**src/rtl/bsq_pkg.sv**
```systemverilog
package bsq_pkg;
  localparam int unsigned BSQ_ADDR_W = 19;
  localparam int unsigned BSQ_DATA_W = 16;
  localparam int unsigned BSQ_BURST  = 32;

  typedef enum logic [1:0] {
    BSQ_HOLD    = 2'd0,
    BSQ_ADVANCE = 2'd1,
    BSQ_LOAD    = 2'd2
  } bsq_cmd_e;

  function automatic bsq_cmd_e bsq_decode(input logic load_n, input logic advance_n);
    if (!load_n)         return BSQ_LOAD;
    else if (!advance_n) return BSQ_ADVANCE;
    else                 return BSQ_HOLD;
  endfunction
endpackage

```
**src/rtl/bsq_offset_ctr.sv**
```systemverilog
module bsq_offset_ctr #(
  parameter int unsigned BURST = 32,
  localparam int unsigned OFF_W = $clog2(BURST)
) (
  input  logic             clk,
  input  logic             rst,
  input  bsq_pkg::bsq_cmd_e cmd,
  output logic [OFF_W-1:0] offset,
  output logic             at_last
);
  localparam logic [OFF_W-1:0] LAST = OFF_W'(BURST - 1);

  logic [OFF_W-1:0] off_q;

  assign at_last = (off_q == LAST);

  always_ff @(posedge clk) begin
    if (rst) begin
      off_q <= '0;
    end else begin
      unique case (cmd)
        bsq_pkg::BSQ_LOAD:    off_q <= '0;
        bsq_pkg::BSQ_ADVANCE: off_q <= at_last ? '0 : off_q + 1'b1;
        default:              off_q <= off_q;
      endcase
    end
  end

  assign offset = off_q;
endmodule

```
**src/rtl/bsq_addr_gen.sv**
```systemverilog
module bsq_addr_gen #(
  parameter int unsigned ADDR_W = 19,
  parameter int unsigned OFF_W  = 5
) (
  input  logic              clk,
  input  logic              rst,
  input  bsq_pkg::bsq_cmd_e cmd,
  input  logic [ADDR_W-1:0] addr,
  input  logic [OFF_W-1:0]  offset,
  output logic [ADDR_W-1:0] cur_addr
);
  logic [ADDR_W-1:0] start_q;

  always_ff @(posedge clk) begin
    if (rst)                          start_q <= '0;
    else if (cmd == bsq_pkg::BSQ_LOAD) start_q <= addr;
  end

  // Sum truncates to ADDR_W bits: modulo 2^ADDR_W.
  assign cur_addr = start_q + ADDR_W'(offset);
endmodule

```
**src/rtl/bsq_out_stage.sv**
```systemverilog
module bsq_out_stage #(
  parameter int unsigned DATA_W = 16
) (
  input  logic              clk,
  input  logic              rst,
  input  logic              ce_n,
  input  logic              oe_n,
  input  logic [DATA_W-1:0] rd_data,
  input  logic              at_last,
  output logic [DATA_W-1:0] dq,
  output logic              end_n
);
  logic [DATA_W-1:0] word_q;
  logic              end_q;

  always_ff @(posedge clk) begin
    if (rst) begin
      word_q <= '0;
      end_q  <= 1'b1;
    end else begin
      word_q <= rd_data;
      end_q  <= ~at_last;
    end
  end

  logic drive_en;
  assign drive_en = ~ce_n & ~oe_n;
  assign dq       = drive_en ? word_q : '0;
  assign end_n    = end_q;
endmodule

```
**src/rtl/bsq_top.sv**
```systemverilog
module bsq_top #(
  parameter int unsigned ADDR_W = bsq_pkg::BSQ_ADDR_W,
  parameter int unsigned DATA_W = bsq_pkg::BSQ_DATA_W,
  parameter int unsigned BURST  = bsq_pkg::BSQ_BURST
) (
  input  logic              clk,
  input  logic              rst,
  input  logic              ce_n,
  input  logic              oe_n,
  input  logic              load_n,
  input  logic              advance_n,
  input  logic [ADDR_W-1:0] addr,
  output logic [ADDR_W-1:0] rd_addr,
  input  logic [DATA_W-1:0] rd_data,
  output logic [DATA_W-1:0] dq,
  output logic              end_n
);
  localparam int unsigned OFF_W = $clog2(BURST);

  bsq_pkg::bsq_cmd_e cmd;
  logic [OFF_W-1:0]  offset;
  logic              at_last;

  assign cmd = bsq_pkg::bsq_decode(load_n, advance_n);

  bsq_offset_ctr #(.BURST(BURST)) u_off (
    .clk(clk), .rst(rst), .cmd(cmd), .offset(offset), .at_last(at_last)
  );

  bsq_addr_gen #(.ADDR_W(ADDR_W), .OFF_W(OFF_W)) u_addr (
    .clk(clk), .rst(rst), .cmd(cmd), .addr(addr), .offset(offset),
    .cur_addr(rd_addr)
  );

  bsq_out_stage #(.DATA_W(DATA_W)) u_out (
    .clk(clk), .rst(rst), .ce_n(ce_n), .oe_n(oe_n), .rd_data(rd_data),
    .at_last(at_last), .dq(dq), .end_n(end_n)
  );
endmodule

```
**config.mk**
```make
export PLATFORM = sky130hd
export DESIGN_NAME = bsq_top
export DESIGN_NICKNAME = d
export VERILOG_FILES = /design/src/rtl/bsq_pkg.sv /design/src/rtl/bsq_offset_ctr.sv /design/src/rtl/bsq_addr_gen.sv /design/src/rtl/bsq_out_stage.sv /design/src/rtl/bsq_top.sv
export SDC_FILE = /design/constraint.sdc
export NUM_CORES = 1
export LEC_CHECK = 0
export ABC_AREA = 1
export BUFFER_PORTS_ARGS = -buffer_cell sky130_fd_sc_hd__buf_2
export CELL_PAD_IN_SITES_DETAIL_PLACEMENT = 0
export CELL_PAD_IN_SITES_GLOBAL_PLACEMENT = 1
export CORE_AREA = 2 2 68 103
export DETAILED_ROUTE_END_ITERATION = 10
export DIE_AREA = 0 0 70 105
export PLACE_DENSITY_LB_ADDON = 0.15
export SLEW_MARGIN = 20
export SYNTH_ARGS = -nofsm -noshare
export SYNTH_HDL_FRONTEND = slang
export SYNTH_HIERARCHICAL = 1
export SYNTH_SLANG_ARGS = --single-unit
export TNS_END_PERCENT = 10
```
**constraint.sdc**
```tcl
create_clock -name clk -period 3.7 [get_ports clk]
set_clock_uncertainty 0.05 [all_clocks]
set_input_delay 0.185 -clock clk [delete_from_list [all_inputs] [get_ports clk]]
set_output_delay 0.185 -clock clk [all_outputs]
set_load 0.005 [all_outputs]
```
Word-level counts from Yosys, hierarchy flattened
Index checks and enable logic that the tools add are counted.
- register bits: 41
- bits of input ports: 41
- output and inout port bits: 36
- add/sub/neg operators: 2
- eq/ne operators: 3
- muxes and demuxes: 5
- bitwise gates (word level): 4
- reductions and logical operators: 1
- operators by type and width (cell ; number):
    adder 19 x 5 -> 19 bit ; 1
    2-to-1 mux 16 bit ; 1
    case mux 5 bit (2 select lines) ; 1
    adder 5 x 1 -> 5 bit, second input constant ; 1
    == test 5 bit, second input constant ; 1
    2-to-1 mux 5 bit ; 1
    NOT 1 bit ; 3
    == test 2 x 1 -> 1 bit, second input constant ; 1
    == test 2 bit, second input constant ; 1
    2-to-1 mux 2 bit ; 1
    nonzero test 2 bit ; 1
    bitwise AND 1 bit ; 1
    2-to-1 mux 1 bit ; 1

Longest topological paths before layout
Gate-level depths: netlist of run 1.
- depth after elaboration: 4
- gate-level depth with buffers: 9
- depth with buffers taken out: 9

Hierarchy
Netlist of run 1, hierarchy kept.
- modules (own cells, without submodules) (module ; instances ; cells each ; area each (um^2) ; sequential area each (um^2)):
    bsq_addr_gen ; 1 ; 216 ; 1380.1 ; 380.4
    bsq_out_stage ; 1 ; 89 ; 669.4 ; 340.3
    bsq_offset_ctr ; 1 ; 39 ; 275.3 ; 100.1
    bsq_top ; 1 ; 2 ; 10.0 ; 0.0

Worst setup path before layout of run 1
No wires, ideal clock.
- path kind: reg2out
- start point: register u_off.off_q[0], in the netlist u_off/offset[0]
- end point: output rd_addr[8]
- arrival time: 1491 ps
- data required time: 3465 ps
- path slack: 1974 ps
- stages on the path, launching flop included: 8
- buffers on the path: 0
- cells stage by stage: dfxtp_1 -> ha_1 -> inv_1 -> fa_1 -> nor2_1 -> o21ai_1 -> nand2_1 -> xor2_1
- longest elaborated chain between the ends: 1
- RTL lines (item ; RTL line ; text):
    from (decl) ; bsq_offset_ctr.sv:13 ; logic [OFF_W-1:0] off_q;
    from (signal assigned) ; bsq_offset_ctr.sv:23 ; bsq_pkg::BSQ_ADVANCE: off_q <= at_last ? '0 : off_q + 1'b1;
    from (signal assigned) ; bsq_offset_ctr.sv:24 ; default: off_q <= off_q;
    adder 19 x 5 -> 19 bit ; bsq_addr_gen.sv:20 ; assign cur_addr = start_q + ADDR_W'(offset);
    to (decl) ; bsq_top.sv:13 ; output logic [ADDR_W-1:0] rd_addr,
No other way between the ends.

Worst setup path after layout of run 1
Ends and elaborated chain as after synthesis.

==> results of run 1 <==
-- critical path, stage by stage, from the launching register on --
cell,delay [ns]
sky130_fd_sc_hd__dfxtp_1,0.39
sky130_fd_sc_hd__ha_1,0.24
sky130_fd_sc_hd__inv_1,0.07
sky130_fd_sc_hd__fa_1,0.42
sky130_fd_sc_hd__nor2_1,0.15
sky130_fd_sc_hd__o21ai_1,0.07
sky130_fd_sc_hd__nand2_1,0.11
sky130_fd_sc_hd__xor2_1,0.15
sky130_fd_sc_hd__buf_2,0.13
-- sequential cells by signal, indices dropped and copies added (netlist names) --
| name | count |
|---|---|
| u_off/offset | 5 |
| u_out/end_n | 1 |
| u_out/word_q | 16 |
| u_addr/start_q | 19 |
-- routing by layer --
metal | global-route usage [%] | part of all wire (%) | up-vias | routed length [µm]
met4 | 6.181 | 2.7 | 0 | 150
met1 | 17.30 | 40 | 973 | 2234
met2 | 30.27 | 52 | 61 | 2908
met5 | 0 | 0 | - | 0
met3 | 3.568 | 5.5 | 12 | 310
li1 | - | - | 1194 | -
-- area by class of cell --
cell class	count	area [µm²]	share of cell area [%]
clock inverters	2	37.54	1.308
repair buffers	76	380.4	13.26
multi-input cells	226	1186	41.34
inverters	71	266.5	9.289
clock buffers	6	82.58	2.878
well taps	76	95.09	3.314
flip-flops and latches	41	820.8	28.61
-- synth_stat cells (2+ instances only) --
| cell type | instances | share of area [%] |
|---|---|---|
| sky130_fd_sc_hd__a211oi_1 | 9 | 2.9 |
| sky130_fd_sc_hd__nor2_2 | 13 | 3.5 |
| sky130_fd_sc_hd__ha_1 | 8 | 4.3 |
| sky130_fd_sc_hd__nand3_1 | 20 | 4.3 |
| sky130_fd_sc_hd__dfxtp_1 | 41 | 35 |
| sky130_fd_sc_hd__xor2_1 | 7 | 2.6 |
| sky130_fd_sc_hd__nand2_2 | 3 | 0.80 |
| sky130_fd_sc_hd__nand4_1 | 5 | 1.3 |
| sky130_fd_sc_hd__nand2_1 | 82 | 13 |
| sky130_fd_sc_hd__inv_1 | 66 | 11 |
| sky130_fd_sc_hd__buf_2 | 4 | 0.86 |
| sky130_fd_sc_hd__buf_6 | 2 | 0.96 |
| sky130_fd_sc_hd__inv_2 | 5 | 0.80 |
| sky130_fd_sc_hd__nand3b_1 | 4 | 1.3 |
| sky130_fd_sc_hd__a21oi_1 | 13 | 2.8 |
| sky130_fd_sc_hd__nor2_1 | 49 | 7.9 |
-- placed cells by master, fill, tap and decap left out, types with 5 or more instances in the layout --
| cell type | count |
|---|---|
| sky130_fd_sc_hd__inv_2 | 5 |
| sky130_fd_sc_hd__xor2_1 | 7 |
| sky130_fd_sc_hd__buf_2 | 76 |
| sky130_fd_sc_hd__nand3_1 | 20 |
| sky130_fd_sc_hd__nor2_2 | 13 |
| sky130_fd_sc_hd__ha_1 | 8 |
| sky130_fd_sc_hd__a211oi_1 | 9 |
| sky130_fd_sc_hd__nand4_1 | 5 |
| sky130_fd_sc_hd__nor2_1 | 49 |
| sky130_fd_sc_hd__a21oi_1 | 13 |
| sky130_fd_sc_hd__inv_1 | 66 |
| sky130_fd_sc_hd__clkbuf_8 | 6 |
| sky130_fd_sc_hd__nand2_1 | 82 |
| sky130_fd_sc_hd__dfxtp_1 | 41 |
-- per-stage QoR --
step | setup slack, ns | hold slack (ns) | instance area (µm²)
4_1_cts | 1.414 | 0.02908 | 2869
3_5_place_dp | 1.762 | 0.3445 | 2749
6_report | 1.441 | 0.03659 | 2869
5_1_grt | 1.232 | 0.03128 | 2869
2_1_floorplan | 1.974 | 0.2041 | 2335
3_3_place_gp | 1.793 | 0.3360 | 2749
-- power by group through the flow --
stage / clock network, mW / registers (mW) / logic (mW)
2_1_floorplan: 0 / 0.489 / 0.0834
3_3_place_gp: 0 / 0.496 / 0.132
3_5_place_dp: 0 / 0.496 / 0.133
4_1_cts: 0.393 / 0.486 / 0.133
5_1_grt: 0.410 / 0.489 / 0.150
6_report: 0.378 / 0.486 / 0.130
-- cells by family after synthesis --
| family | synth area share [%] |
|---|---|
| AO/OA/AOI/OAI | 6.216 |
| XOR/XNOR | 3.001 |
| adder cells (fa/ha/maj) | 5.145 |
| buffers and inverters | 14.04 |
| flip-flops | 35.16 |
| AND/OR/NAND/NOR | 36.44 |
-- final timing paths --
kind | end | start | cells past startpoint | slack, ns
worst max register to register | u_off/offset[3]$_SDFFE_PP0P_ | u_off/offset[1]$_SDFFE_PP0P_ | 7 | 2.20
worst min register to register | u_addr/start_q[4]$_SDFFE_PP0N_ | u_addr/start_q[4]$_SDFFE_PP0N_ | 2 | 0.42
worst min-delay path | u_out/word_q[5]$_SDFF_PP0_ | rd_data[5] | 3 | 0.04
worst max-delay path | rd_addr[8] | u_off/offset[0]$_SDFFE_PP0P_ | 8 | 1.44
==> impl_metrics.env, run 1 <==
export IMPL_result_of_the_run="finished, final reports clean"
export IMPL_cell_internal_pwr_mw=0.7417
export IMPL_cts_htree_levels=2
export IMPL_synth_lib_cells_used_distinct=31
export IMPL_sw_frac_of_total_pct=25.33
export IMPL_final_max_slew_viol_count=0
export IMPL_crit_type="reg -> out"
export IMPL_first_pass_grt_wire_length_um=9673
export IMPL_crit_fanout=4
export IMPL_final_fill_count=698
export IMPL_drv_cap=0
export IMPL_placedCellCount=490
export IMPL_synth_cell_area_um2=2335
export IMPL_cts_hold_buf=0
export IMPL_first_global_vias=2170
export IMPL_postSynthCellCount=346
export IMPL_ys_seq_elements=41
export IMPL_cp_required_ns=3.46
export IMPL_rsz0062_at_grt="no"
export IMPL_part_of_the_yosys_area_used_for_sequential_elements_pct=35.16
export IMPL_synthToLayoutAreaGrowth_pct=22.88
export IMPL_clock_network_fraction_of_design_power_pct=38.1
export IMPL_power_ir_vdd_worst_v=0.0001454
export IMPL_clkSlewWorstSetupHoldPaths_ns=0.08
export IMPL_min_period_ns=2.259
export IMPL_firstDrtPassIters=4
export IMPL_remaining_drc_errors=0
export IMPL_layout_nets=471
export IMPL_hold_class="in -> reg"
export IMPL_fin_total_pwr_mw=0.9934
export IMPL_postCtsSetupBuffers=0
export IMPL_vias_per_cell=4.498
export IMPL_setup_violations_final=0
export IMPL_routed_via_count=2240
export IMPL_io_pin_count=77
export IMPL_power_frac_comb_pct=13.1
export IMPL_layout_drive_gt1_share_pct=26.54
export IMPL_drt_initial_drc_count=69
export IMPL_power_per_cell_area_nw_per_um2=346.2
export IMPL_detail_route_wl_per_cell_um=11.25
export IMPL_ctsRootBufferMaster="sky130_fd_sc_hd__clkbuf_8"
export IMPL_worst_skew_pair_later_pin_latency_ns=0.29
export IMPL_timing_setup_tns_ns=0
export IMPL_timing_slew_headroom_pct=52.45
export IMPL_die_w_um=70
export IMPL_leakagePower_nw=1.566
export IMPL_die_height_um=105
export IMPL_insertedDiodeCount=0
export IMPL_number_of_antenna_violations_at_the_first_check_in_global_routing=0
export IMPL_initial_utilization_pct=36.50
export IMPL_synth_enable_flop_cells=0
export IMPL_power_frac_seq_pct=48.9
export IMPL_timing_final_hold_violations=0
export IMPL_cts_resized_gates=0
export IMPL_dp_hpwl_um=4366
export IMPL_core_um2=6396
export IMPL_layout_cells_non_filler=498
export IMPL_die_area_um2=7350
export IMPL_post_synth_cell_area_avg_um2=6.748
export IMPL_asyncSetResetFlopFracSynth_pct=0
export IMPL_power_switching_mw=0.2516
export IMPL_route_final_wire_length_um=5604
export IMPL_drt_antenna_violating_nets=0
export IMPL_critical_path_arrival_ns=2.02
export IMPL_place_congestion=0.8789
export IMPL_cts_inserted_buffers=5
export IMPL_largest_net_degree_at_the_start_of_global_routing=40
export IMPL_synth_warnings=6
export IMPL_ys_dominant_reg_cell="sky130_fd_sc_hd__dfxtp_1"
export IMPL_fmax_ghz=0.4426
export IMPL_cts_tree="built"
export IMPL_tritoncts_num_sinks=41
export IMPL_final_core_util_pct=44.86
export IMPL_syn_num_nets=396
export IMPL_grt_usage_pct=16.19
export IMPL_layout_worst_path_cycle_share_pct=61.06
export IMPL_worst_slew_pin_transition_ns=0.7132
export IMPL_worstSetupStartpointType="flop"
export IMPL_timing_critical_path_to_type="primary output"
export IMPL_max_clock_path_buffers=2
export IMPL_overflow=0
export IMPL_io_buffers=76
export IMPL_number_of_rows_in_the_core_area=36
Power figures use the tool's default switching activity.
==> inputs of run 2 (changes only) <==
- ABC_AREA: 1 -> 0
- CORE_AREA: 2 2 68 103 -> 2 2 69 104
- DIE_AREA: 0 0 70 105 -> 0 0 71 106
- clock period: 3.7 -> 1.91 ns (I/O delays scaled with it)
==> run 2 against run 1 <==
The run now ends with setup timing left. Sequential power is 91% higher. Via count is 13% lower. Flip-flop and latch count unchanged. Power grew 110%. Global-route usage down 1.9 points. Sequential share of layout area shrank 2.2 points. Critical path depth did not move. Critical path type unchanged.
==> impl_metrics.env, run 2 <==
export IMPL_power_ir_vdd_worst_v=0.0003340
export IMPL_crit_reg2reg_launch="u_off/offset[1]$_SDFFE_PP0P_"
export IMPL_synthToLayoutAreaGrowth_pct=50.27
export IMPL_violations="setup timing"
export IMPL_final_max_slew_viol_count=0
export IMPL_firstDrtPassIters=4
export IMPL_power_per_cell_area_nw_per_um2=656.1
export IMPL_critical_path_arrival_ns=2.07
export IMPL_routed_via_count=1938
export IMPL_hold_class="in -> reg"
export IMPL_placedCellCount=385
export IMPL_cell_internal_pwr_mw=1.587
export IMPL_drt_initial_drc_count=37
export IMPL_largest_register_ffs=19
export IMPL_synthTopCellsByArea="sky130_fd_sc_hd__dfxtp_1 (39%), sky130_fd_sc_hd__nand2_1 (8.3%), sky130_fd_sc_hd__xnor2_1 (6.3%)"
export IMPL_netlist_area_leader_share_pct=39.45
export IMPL_asyncSetResetFlopFracSynth_pct=0
export IMPL_use_met3_pct=2.654
export IMPL_crit_fanout=7
export IMPL_part_of_the_yosys_area_used_for_sequential_elements_pct=39.45
export IMPL_number_of_rows_in_the_core_area=37
export IMPL_cts_htree_levels=2
export IMPL_cp_num_buf_inv=2
export IMPL_grt_busiest_layer="met2"
export IMPL_groute_layer_met2_usage_pct=26.90
export IMPL_drv_cap=0
export IMPL_largest_net_degree_at_the_start_of_global_routing=38
export IMPL_overflow=0
export IMPL_power_switching_mw=0.4648
export IMPL_worst_setup_path_startpoint="u_off/offset[1]$_SDFFE_PP0P_"
export IMPL_place_congestion=0.7559
export IMPL_timing_rr_end="u_off/offset[0]$_SDFFE_PP0P_"
export IMPL_worst_slew_pin_transition_ns=0.4183
export IMPL_first_pass_grt_wire_length_um=8618
export IMPL_result_of_the_run="complete, but fails checks"
export IMPL_most_flops_register="u_addr/start_q"
export IMPL_synth_lib_cells_used_distinct=39
export IMPL_layout_drive_gt1_share_pct=36.54
export IMPL_syn_num_nets=283
export IMPL_worst_r2r_path_depth=8
export IMPL_timing_critical_path_to_type="primary output"
export IMPL_setup_violations_final=15
export IMPL_detail_route_wl_per_cell_um=12.17
export IMPL_timing_slew_headroom_pct=72.11
export IMPL_layout_worst_path_cycle_share_pct=115.8
export IMPL_rsz0062_at_grt="yes"
export IMPL_path_depth=8
export IMPL_fmax_ghz=0.4521
export IMPL_timing_critical_path_cells="buf_4 -> ha_4 -> a211o_1 -> a211oi_2 -> nor2_4 -> nand2_1 -> xnor2_1 -> buf_2"
export IMPL_cts_tree="built"
export IMPL_final_setup_worst_slack_ns=-0.3020
export IMPL_layout_nets=402
export IMPL_setup_reg_to_reg_worst_slack_ns=0.29
export IMPL_final_fill_count=689
export IMPL_sw_frac_of_total_pct=22.66
export IMPL_crit_slowest_cell="sky130_fd_sc_hd__a211o_1"
export IMPL_initial_utilization_pct=31.00
export IMPL_die_w_um=71
export IMPL_timing_setup_tns_ns=-3.990
export IMPL_cts_inserted_buffers=5
export IMPL_post_synth_cell_area_avg_um2=8.930
export IMPL_synth_cell_area_um2=2081
export IMPL_leakagePower_nw=1.406
export IMPL_ys_seq_elements=41
export IMPL_synth_enable_flop_cells=0
export IMPL_min_period_ns=2.212
export IMPL_max_clock_path_buffers=2
export IMPL_postSynthCellCount=233
export IMPL_synth_top_cells_by_count="sky130_fd_sc_hd__nand2_1 (46), sky130_fd_sc_hd__dfxtp_1 (41), sky130_fd_sc_hd__a21oi_1 (23)"
export IMPL_fin_total_pwr_mw=2.052
export IMPL_remaining_drc_errors=0
export IMPL_power_frac_comb_pct=14.5
export IMPL_cp_required_ns=1.76
export IMPL_grt_usage_pct=14.31
export IMPL_tritoncts_num_sinks=41
export IMPL_crit_end="rd_addr[15]"
export IMPL_worst_skew_pair_later_pin_latency_ns=0.30
export IMPL_yosys_cell_count_top_type="sky130_fd_sc_hd__nand2_1"
export IMPL_mostFrequentLayoutCells="sky130_fd_sc_hd__buf_2 (76), sky130_fd_sc_hd__nand2_1 (45), sky130_fd_sc_hd__dfxtp_1 (38)"
export IMPL_timing_final_hold_violations=0
export IMPL_ctsRootBufferMaster="sky130_fd_sc_hd__clkbuf_8"
export IMPL_mostFrequentLayoutCell="sky130_fd_sc_hd__buf_2"
export IMPL_clock_network_fraction_of_design_power_pct=40.4
export IMPL_drt_antenna_violating_nets=0
export IMPL_layout_cells_non_filler=431
export IMPL_synth_area_leader_cell="sky130_fd_sc_hd__dfxtp_1"
export IMPL_ys_dominant_reg_cell="sky130_fd_sc_hd__dfxtp_1"
export IMPL_die_height_um=106
export IMPL_io_pin_count=77
export IMPL_worst_path_largest_cell_delay_ns=0.32
export IMPL_first_global_vias=1952
export IMPL_insertedDiodeCount=0
export IMPL_die_area_um2=7526
export IMPL_clkSlewWorstSetupHoldPaths_ns=0.09
export IMPL_number_of_antenna_violations_at_the_first_check_in_global_routing=0
export IMPL_core_um2=6713
export IMPL_crit_type="reg -> out"
export IMPL_power_frac_seq_pct=45.1
export IMPL_dp_hpwl_um=3644
export IMPL_worstSetupStartpointType="flop"
export IMPL_vias_per_cell=4.497
export IMPL_use_met1_pct=15.18
export IMPL_route_final_wire_length_um=5247
export IMPL_critical_path_s_top_delay_family="compound AO/OA/AOI/OAI gates"
export IMPL_synth_warnings=6
export IMPL_io_buffers=76
## run 2: cell count changes in the layout (fill, tap and decap cells not counted), sizes merged, moves of 7 or more
cell	previous run	this run
a211oi	9	2
a21oi	13	23
buf	76	89
dlygate4sd3	0	35
inv	71	7
nand2	86	46
nand3	22	9
nor2	63	8
nor2b	0	20
nor3b	1	16
xnor2	1	15
## run 2: worst min-delay path by stage
stage                     start                      endpoint  slack [ns]  cells after the start
global placement    rd_data[14]   u_out/word_q[14]$_SDFF_PP0_        0.25                      2
finish                      rst   u_out/word_q[14]$_SDFF_PP0_        0.06                      2
floorplan                   rst  u_off/offset[1]$_SDFFE_PP0P_        0.11                      1
CTS                         rst   u_out/word_q[14]$_SDFF_PP0_        0.04                      2
global route                rst   u_out/word_q[14]$_SDFF_PP0_        0.05                      2
detailed placement  rd_data[14]   u_out/word_q[14]$_SDFF_PP0_        0.26                      2
## run 2: area by class of cell
cell class | count | area, µm² | share of cell area, %
inverter | 7 | 26.28 | 0.8403
sequential | 41 | 824.5 | 26.37
clock buffer | 5 | 68.82 | 2.201
multi-input combinational | 173 | 1204 | 38.50
tap | 78 | 97.59 | 3.121
timing repair buffer | 124 | 840.8 | 26.89
clock inverter | 3 | 65.06 | 2.081
## run 2: cell families after synthesis
group	Yosys count	synth area share (%)
compound gates	33	9.321
xor+xnor	18	7.577
fa+ha+maj	9	5.773
buf+inv	19	5.953
flops	41	39.45
simple gates	113	31.93
## run 2: per-layer routing
metal	routed length (µm)	share of wire, %
met4	71	1.4
met3	264	5.0
met1	2177	41
met5	0	0
met2	2733	52
## run 2: what timing repair did
| item | 4_1_cts | 5_1_grt |
|---|---|---|
| hold endpoints to repair | 35 | 0 |
| setup endpoints to repair | 16 | 16 |
| setup buffers | 2 | 1 |
| hold buffers | 35 | 0 |
| pin swaps | 6 | 13 |
| resized for setup | 9 | 7 |
## run 2: per-stage QoR
stage	hold WS [ns]	utilization [%]	instance area [µm²]	worst slack, ns
after floorplan	0.1146	-	2081	0.01389
after global placement	0.2521	37.97	2549	-0.1016
after detailed placement	0.2569	37.97	2549	-0.1551
after CTS	0.04464	45.89	3080	-0.3965
after global routing	0.05218	46.58	3127	-0.4389
final	0.05967	46.58	3127	-0.3020
## run 2: worst register-to-register path: stages, from the launching register on
cell and delay, ns:
sky130_fd_sc_hd__dfxtp_1 0.31, sky130_fd_sc_hd__buf_4 0.14, sky130_fd_sc_hd__buf_4 0.13, sky130_fd_sc_hd__ha_1 0.18, sky130_fd_sc_hd__and3_1 0.19, sky130_fd_sc_hd__ha_1 0.19
sky130_fd_sc_hd__nor2b_1 0.11, sky130_fd_sc_hd__o21bai_1 0.11, sky130_fd_sc_hd__nor2_1 0.13
## run 2: power groups by stage
| stage | logic, mW | registers [mW] | clock network, mW |
|---|---|---|---|
| 6_report | 0.297 | 0.926 | 0.829 |
| 2_1_floorplan | 0.147 | 0.937 | 0 |
| 3_3_place_gp | 0.242 | 0.942 | 0 |
| 5_1_grt | 0.333 | 0.932 | 0.894 |
| 3_5_place_dp | 0.242 | 0.944 | 0 |
| 4_1_cts | 0.301 | 0.926 | 0.859 |
